===== src/rtl/irqseq_pkg.sv =====
package irqseq_pkg;
  typedef enum logic [2:0] {
    S_IDLE, S_PUSH, S_EFIN, S_POP, S_RFIN
  } seq_st_t;

  // frame slot order for pushes, outermost first
  localparam logic [2:0] SLOT_SS  = 3'd0;
  localparam logic [2:0] SLOT_SP  = 3'd1;
  localparam logic [2:0] SLOT_FL  = 3'd2;
  localparam logic [2:0] SLOT_CS  = 3'd3;
  localparam logic [2:0] SLOT_IP  = 3'd4;
  localparam logic [2:0] SLOT_ERR = 3'd5;
endpackage


===== src/rtl/irqseq_vclass.sv =====
module irqseq_vclass #(
  parameter int          VW       = 8,
  parameter logic [31:0] ERR_MASK = 32'h0002_7D00,
  parameter logic [31:0] RSV_MASK = 32'hFFF8_8000
) (
  input  logic [VW-1:0] vec,
  output logic          pushes_err,
  output logic          reserved
);
  localparam int LOW_CNT = 32;

  logic low_range;
  assign low_range = (vec < VW'(LOW_CNT));

  always_comb begin
    pushes_err = low_range && ERR_MASK[vec[4:0]];
    reserved   = low_range && RSV_MASK[vec[4:0]];
  end
endmodule


===== src/rtl/irqseq_stktab.sv =====
module irqseq_stktab #(
  parameter int NLVL = 4,
  parameter int SELW = 16,
  parameter int W    = 32,
  parameter int LW   = $clog2(NLVL)
) (
  input  logic            clk,
  input  logic            wr,
  input  logic [LW-1:0]   wlvl,
  input  logic [SELW-1:0] wss,
  input  logic [W-1:0]    wsp,
  input  logic [LW-1:0]   rlvl,
  output logic [SELW-1:0] rss,
  output logic [W-1:0]    rsp
);
  logic [SELW-1:0] ss_m [NLVL];
  logic [W-1:0]    sp_m [NLVL];

  always_ff @(posedge clk) begin
    if (wr) begin
      ss_m[wlvl] <= wss;
      sp_m[wlvl] <= wsp;
    end
  end

  assign rss = ss_m[rlvl];
  assign rsp = sp_m[rlvl];
endmodule


===== src/rtl/irq_frame_seq.sv =====
module irq_frame_seq
  import irqseq_pkg::*;
#(
  parameter int          W         = 32,
  parameter int          SELW      = 16,
  parameter int          VW        = 8,
  parameter int          NLVL      = 4,
  parameter int          IF_BIT    = 9,
  parameter int          FAULT_VEC = 13,
  parameter logic [31:0] RST_FLAGS = 32'h0000_0002,
  parameter int          LW        = $clog2(NLVL)
) (
  input  logic            clk,
  input  logic            rst,
  input  logic            ev_valid,
  input  logic [VW-1:0]   ev_vec,
  input  logic            ev_trap,
  input  logic [LW-1:0]   ev_dpl,
  input  logic [SELW-1:0] ev_sel,
  input  logic [W-1:0]    ev_off,
  input  logic [W-1:0]    ev_err,
  input  logic            ret_valid,
  input  logic            ld_ctx,
  input  logic [W-1:0]    ld_flags,
  input  logic [SELW-1:0] ld_cs,
  input  logic [W-1:0]    ld_ip,
  input  logic [SELW-1:0] ld_ss,
  input  logic [W-1:0]    ld_sp,
  input  logic            tab_wr,
  input  logic [LW-1:0]   tab_lvl,
  output logic            mem_wr,
  output logic            mem_rd,
  output logic [W-1:0]    mem_addr,
  output logic [W-1:0]    mem_wdata,
  input  logic [W-1:0]    mem_rdata,
  output logic            busy,
  output logic            done,
  output logic            fault,
  output logic [VW-1:0]   fault_vec,
  output logic [W-1:0]    flags,
  output logic [SELW-1:0] cs,
  output logic [W-1:0]    ip,
  output logic [SELW-1:0] ss,
  output logic [W-1:0]    sp
);
  localparam int         NPOP   = 5;
  localparam logic [W-1:0] WSTEP = W'(4);
  localparam logic [W-1:0] INNER = W'(12);

  seq_st_t st;
  logic [W-1:0]    r_flags, r_ip, r_sp;
  logic [SELW-1:0] r_cs, r_ss;

  // context captured at entry
  logic [SELW-1:0] sv_ss, sv_cs, sv_sel;
  logic [W-1:0]    sv_sp, sv_fl, sv_ip, sv_err, sv_off;
  logic            sv_trap;
  logic [2:0]      idx, last;

  // return-side state
  logic [W-1:0] base;
  logic [2:0]   iss, rd_tag, rtag;
  logic         rv;
  logic [W-1:0] pw [NPOP];

  logic            v_err, v_rsv;
  logic [SELW-1:0] t_ss;
  logic [W-1:0]    t_sp, push_word;
  logic            to_inner, to_outer;

  irqseq_vclass #(.VW(VW)) u_cls (
    .vec(ev_vec), .pushes_err(v_err), .reserved(v_rsv)
  );

  irqseq_stktab #(.NLVL(NLVL), .SELW(SELW), .W(W), .LW(LW)) u_tab (
    .clk(clk), .wr(tab_wr), .wlvl(tab_lvl), .wss(ld_ss), .wsp(ld_sp),
    .rlvl(ev_dpl), .rss(t_ss), .rsp(t_sp)
  );

  assign to_inner = (ev_dpl < r_cs[LW-1:0]);
  assign to_outer = (pw[1][LW-1:0] > r_cs[LW-1:0]);

  always_comb begin
    case (idx)
      SLOT_SS: push_word = W'(sv_ss);
      SLOT_SP: push_word = sv_sp;
      SLOT_FL: push_word = sv_fl;
      SLOT_CS: push_word = W'(sv_cs);
      SLOT_IP: push_word = sv_ip;
      default: push_word = sv_err;
    endcase
  end

  always_ff @(posedge clk) begin
    if (rst) begin
      st <= S_IDLE;
      r_flags <= RST_FLAGS; r_cs <= '0; r_ip <= '0; r_ss <= '0; r_sp <= '0;
      sv_ss <= '0; sv_cs <= '0; sv_sel <= '0; sv_sp <= '0; sv_fl <= '0;
      sv_ip <= '0; sv_err <= '0; sv_off <= '0; sv_trap <= 1'b0;
      idx <= '0; last <= '0; base <= '0; iss <= '0; rd_tag <= '0;
      rtag <= '0; rv <= 1'b0;
      for (int i = 0; i < NPOP; i++) pw[i] <= '0;
      mem_wr <= 1'b0; mem_rd <= 1'b0; mem_addr <= '0; mem_wdata <= '0;
      done <= 1'b0; fault <= 1'b0; fault_vec <= '0;
    end else begin
      mem_wr <= 1'b0;
      mem_rd <= 1'b0;
      done   <= 1'b0;
      fault  <= 1'b0;
      rv     <= mem_rd;
      rtag   <= rd_tag;
      if (rv) pw[rtag] <= mem_rdata;
      case (st)
        S_IDLE: begin
          if (ev_valid) begin
            if (v_rsv) begin
              fault     <= 1'b1;
              fault_vec <= VW'(FAULT_VEC);
            end else begin
              sv_ss <= r_ss; sv_sp <= r_sp; sv_fl <= r_flags;
              sv_cs <= r_cs; sv_ip <= r_ip;
              sv_err <= ev_err; sv_sel <= ev_sel; sv_off <= ev_off;
              sv_trap <= ev_trap;
              last <= v_err ? SLOT_ERR : SLOT_IP;
              if (to_inner) begin
                r_ss <= t_ss;
                r_sp <= t_sp;
                idx  <= SLOT_SS;
              end else begin
                idx  <= SLOT_FL;
              end
              st <= S_PUSH;
            end
          end else if (ret_valid) begin
            base <= r_sp;
            iss  <= '0;
            st   <= S_POP;
          end else if (ld_ctx) begin
            r_flags <= ld_flags; r_cs <= ld_cs; r_ip <= ld_ip;
            r_ss <= ld_ss; r_sp <= ld_sp;
          end
        end
        S_PUSH: begin
          mem_wr    <= 1'b1;
          mem_addr  <= r_sp - WSTEP;
          mem_wdata <= push_word;
          r_sp      <= r_sp - WSTEP;
          if (idx == last) st <= S_EFIN;
          else idx <= idx + 3'd1;
        end
        S_EFIN: begin
          r_cs <= sv_sel;
          r_ip <= sv_off;
          if (!sv_trap) r_flags[IF_BIT] <= 1'b0;
          done <= 1'b1;
          st   <= S_IDLE;
        end
        S_POP: begin
          if (iss < 3'(NPOP)) begin
            mem_rd   <= 1'b1;
            mem_addr <= base + (W'(iss) << 2);
            rd_tag   <= iss;
            iss      <= iss + 3'd1;
          end
          if (rv && rtag == 3'(NPOP - 1)) st <= S_RFIN;
        end
        S_RFIN: begin
          r_ip    <= pw[0];
          r_cs    <= pw[1][SELW-1:0];
          r_flags <= pw[2];
          if (to_outer) begin
            r_sp <= pw[3];
            r_ss <= pw[4][SELW-1:0];
          end else begin
            r_sp <= base + INNER;
          end
          done <= 1'b1;
          st   <= S_IDLE;
        end
        default: st <= S_IDLE;
      endcase
    end
  end

  assign busy  = (st != S_IDLE);
  assign flags = r_flags;
  assign cs    = r_cs;
  assign ip    = r_ip;
  assign ss    = r_ss;
  assign sp    = r_sp;


  rdwr_excl_chk: assert property (@(posedge clk) disable iff (rst)
    !(mem_wr && mem_rd));

  push_desc_chk: assert property (@(posedge clk) disable iff (rst)
    (mem_wr && $past(mem_wr)) |-> (mem_addr == $past(mem_addr) - WSTEP));

  pop_asc_chk: assert property (@(posedge clk) disable iff (rst)
    (mem_rd && $past(mem_rd)) |-> (mem_addr == $past(mem_addr) + WSTEP));

  fault_quiet_chk: assert property (@(posedge clk) disable iff (rst)
    fault |-> (fault_vec == VW'(FAULT_VEC) && !mem_wr && !busy));

  done_pulse_chk: assert property (@(posedge clk) disable iff (rst)
    done |=> !done);

  if_clear_chk: assert property (@(posedge clk) disable iff (rst)
    (done && $past(st) == S_EFIN && !sv_trap) |-> !r_flags[IF_BIT]);
endmodule


===== config.mk =====
export PLATFORM = sky130hd
export DESIGN_NAME = irq_frame_seq
export DESIGN_NICKNAME = d
export VERILOG_FILES = /design/src/rtl/irqseq_pkg.sv /design/src/rtl/irqseq_vclass.sv /design/src/rtl/irqseq_stktab.sv /design/src/rtl/irq_frame_seq.sv
export SDC_FILE = /design/constraint.sdc
export NUM_CORES = 1
export LEC_CHECK = 0
export BUFFER_PORTS_ARGS = -buffer_cell sky130_fd_sc_hd__buf_2
export CAP_MARGIN = 10
export CORE_MARGIN = 3
export CORE_UTILIZATION = 35
export CTS_BUF_LIST = sky130_fd_sc_hd__clkbuf_4 sky130_fd_sc_hd__clkbuf_8
export DETAILED_ROUTE_END_ITERATION = 6
export GPL_TIMING_DRIVEN = 0
export PLACE_DENSITY = 0.53
export SLEW_MARGIN = 15
export SYNTH_ARGS = -nofsm -noshare
export SYNTH_HDL_FRONTEND = slang
export SYNTH_HIERARCHICAL = 1
export SYNTH_SLANG_ARGS = --single-unit

===== constraint.sdc =====
create_clock -name clk -period 5.7 [get_ports clk]
set_clock_uncertainty 0.2 [all_clocks]
set_input_delay 0.57 -clock clk [delete_from_list [all_inputs] [get_ports clk]]
set_output_delay 0.57 -clock clk [all_outputs]
set_load 0.03 [all_outputs]

==> impl_metrics.py <==
metrics = {
    "place": {
        "gp_congestion": 0.9573,
        "place_ws_ns": 1.788,
        "dpl.hpwl_um": 104200,
        "placed_cells": 4955,
        "port_buffers": 457,
    },
    "logic_synthesis": {
        "async_reset_ff_share_pct": 0,
        "ys_types": 74,
        "ys_seq_area_share_pct": 57.43,
        "synth-seq-cells": 776,
        "yosysWarnings": 6,
        "synth_ff_type": "dfxtp_1",
        "syn-cell-area_um2": 32630,
        "syn_inst": 3235,
        "syn_avg_cell_area_um2": 10.09,
        "synth_edf_count": 320,
    },
    "sta": {
        "setup_viol": 0,
        "layout_setup_ws_ns": 1.976,
        "drv_slew": 0,
        "fin_crit_ns": 3.724,
        "final_hold_viol_count": 0,
        "tightest_slew_ns": 1.178,
        "slew_headroom_pct": 21.46,
        "rsz0062_at_grt": "false",
        "post-route-period-util_pct": 65.33,
        "max_freq_mhz": 268.5,
    },
    "clock_tree": {
        "clk_pin_slew_ns": 0.07,
        "clock_sinks": 776,
        "cts_tree": "built",
        "cts_root_buffer": "clkbuf_8",
        "numCtsBuffers": 135,
        "htreeDepth": 4,
        "insertion_delay_ns": 0.81,
        "cts_resized": 0,
        "cts.path.max_buffers": 3,
    },
    "global_routing": {
        "grt_use_met2_pct": 43.91,
        "grt_max_degree": 42,
        "antenna_found_initial": 5,
        "grtUsageMet1_pct": 35.98,
        "top_usage_layer": "met2",
        "grt_pass1_vias": 28770,
        "gr-total-overflow": 0,
        "grt_util_met3_pct": 6.610,
        "grtUsageTotal_pct": 27.69,
        "grt_pass1_wl_um": 196500,
    },
    "job": {
        "maxCapViolCount": 0,
    },
    "floorplanning": {
        "core_region_area_um2": 92080,
        "start_util_pct": 35.43,
        "io_pins": 464,
        "num_rows": 111,
        "die_x_um": 311.3,
        "die_h_um": 311.3,
        "die_area_um2": 96920,
    },
    "route": {
        "drt_first_pass_iters": 7,
        "post-route-drc-count": 0,
        "vias": 29410,
        "final_antenna_net_count": 0,
        "wl_per_cell_um": 25.48,
        "drt_iter0_drc": 3126,
        "vias_per_cell": 5.412,
        "drt_wl_total_um": 138400,
    },
    "finish": {
        "nets": 4351,
        "top_regs": "pw: 128 flops, u_tab/sp_m: 128 flops, u_tab/ss_m: 64 flops",
        "instances_no_fill": 5434,
        "syn_to_final_growth_pct": 28.39,
        "layout-drive-gt1-share_pct": 19.78,
    },
    "power": {
        "leakagePower_nw": 15.68,
        "vdd_ir_drop_max_v": 0.0002197,
        "power_density_nw_per_um2": 353.4,
    },
    "critical_path": {
        "critPathRequiredTime_ns": 6.23,
        "cp-start-kind": "flop",
        "path_max_fanout": 10,
        "end_kind": "flop",
        "worstPathArrival_ns": 4.25,
        "critical_path_class": "reg -> reg",
    },
    "worst_hold_path": {
        "hold_path.class": "in -> reg",
    },
    "run_status": {
        "outcome": "completed",
    },
}
-- metrics by stage --
step,instance area [um^2],TNS [ns],hold slack [ns],utilization [%],power [mW]
2_1_floorplan,32640,0,0.2357,-,8.075
3_3_place_gp,36490,-130.97,0.2381,39.62,9.283
3_5_place_dp,36740,0,0.2463,39.90,9.313
4_1_cts,41870,0,0.009662,45.48,14.82
5_1_grt,41880,0,0.03760,45.49,15.34
6_report,41890,0,0.06553,45.49,14.80
-- critical path, stage by stage (launching register included) --
cell and delay, ns:
dfxtp_1 0.44, inv_1 0.20, ha_1 0.34, a211oi_1 0.46, o21ai_1 0.46, nor2_1 0.79
clkbuf_1 0.44, o211ai_1 0.17, a21oi_1 0.15
-- cell type report --
cell class | count | area [um^2]
inverter | 20 | 75.07
sequential | 776 | 18740
timing repair buffer | 701 | 4768
tap | 1243 | 1555
fill | 9069 | 50190
buffer | 272 | 1110
multi-input combinational | 2171 | 12780
clock inverter | 29 | 272.8
clock buffer | 218 | 2581
antenna | 4 | 10.01
-- Yosys cell counts, drive strengths merged (22+ instances only) --
| cell type | count | area, um^2 |
|---|---|---|
| xor2 | 33 | 289.0 |
| dfxtp | 456 | 9129 |
| nor3 | 57 | 295.3 |
| mux2i | 54 | 540.5 |
| edfxtp | 320 | 9609 |
| nor2 | 182 | 683.2 |
| a311oi | 82 | 718.2 |
| nand2 | 726 | 2725 |
| mux4 | 48 | 1081 |
| a22oi | 89 | 668.1 |
| clkbuf | 229 | 859.6 |
| o211ai | 28 | 215.2 |
| a21oi | 319 | 1597 |
| buf | 43 | 250.2 |
| and2 | 137 | 857.1 |
| xnor2 | 49 | 429.2 |
| a211oi | 31 | 232.7 |
| nor4 | 22 | 177.7 |
| o21ai | 92 | 460.4 |
-- worst paths after layout --
kind	startpoint	end	slack [ns]	depth (start not counted)
setup / recovery	cs[1]$_SDFFE_PP0P_	ss[6]$_SDFFE_PP0P_	1.98	8
hold / removal	mem_rdata[0]	pw[4][0]$_SDFFCE_PN0P_	0.07	2
setup reg to reg	cs[1]$_SDFFE_PP0P_	ss[6]$_SDFFE_PP0P_	1.98	8
hold reg to reg	mem_addr[6]$_SDFFE_PP0P_	mem_addr[6]$_SDFFE_PP0P_	0.25	2
-- power breakdown --
group | switching [mW] | leakage (nW) | internal (mW)
Clock | 2.41 | 1.52 | 3.02
Sequential | 0.339 | 6.80 | 6.17
Combinational | 2.00 | 7.36 | 0.861
Total | 4.75 | 15.7 | 10.1
-- per-layer routing --
metal  vias to the layer above  routed length, um  share of wire [%]
met2                      1405              63830                 46
met4                         0               6204                4.5
met3                       305              12160                8.8
met1                     14430              56250                 41
li1                      13270                  -                  -
met5                         -                  0                  0
-- logic make-up after synthesis --
family	after synthesis	synth area share, %
other	1	0.01149
AOI/OAI and AO/OA	746	14.58
and+or+nand+nor	1220	16.54
DFF	776	57.43
buffers and inverters	292	3.632
adders and majority gates	15	0.5982
xor gates and xnor gates	82	2.201
muxes	103	5.004
-- layout by cell type, fill, tap and decap left out, drive strengths merged, types with 49 or more instances in the layout --
master and count:
buf 516, xnor2 49, nor3 57, clkbuf 447
edfxtp 320, dfxtp 456, mux2i 54, nand2 726
dlygate4sd3 228, a22oi 89, a21oi 319, a311oi 82
and2 137, nor2 182, o21ai 92
-- timing repair --
action,in CTS,in global routing
hold endpoints to repair,406,0
hold buffers,228,0
buffers inserted,0,0
Note: power is estimated with default switching activity, not from simulation.
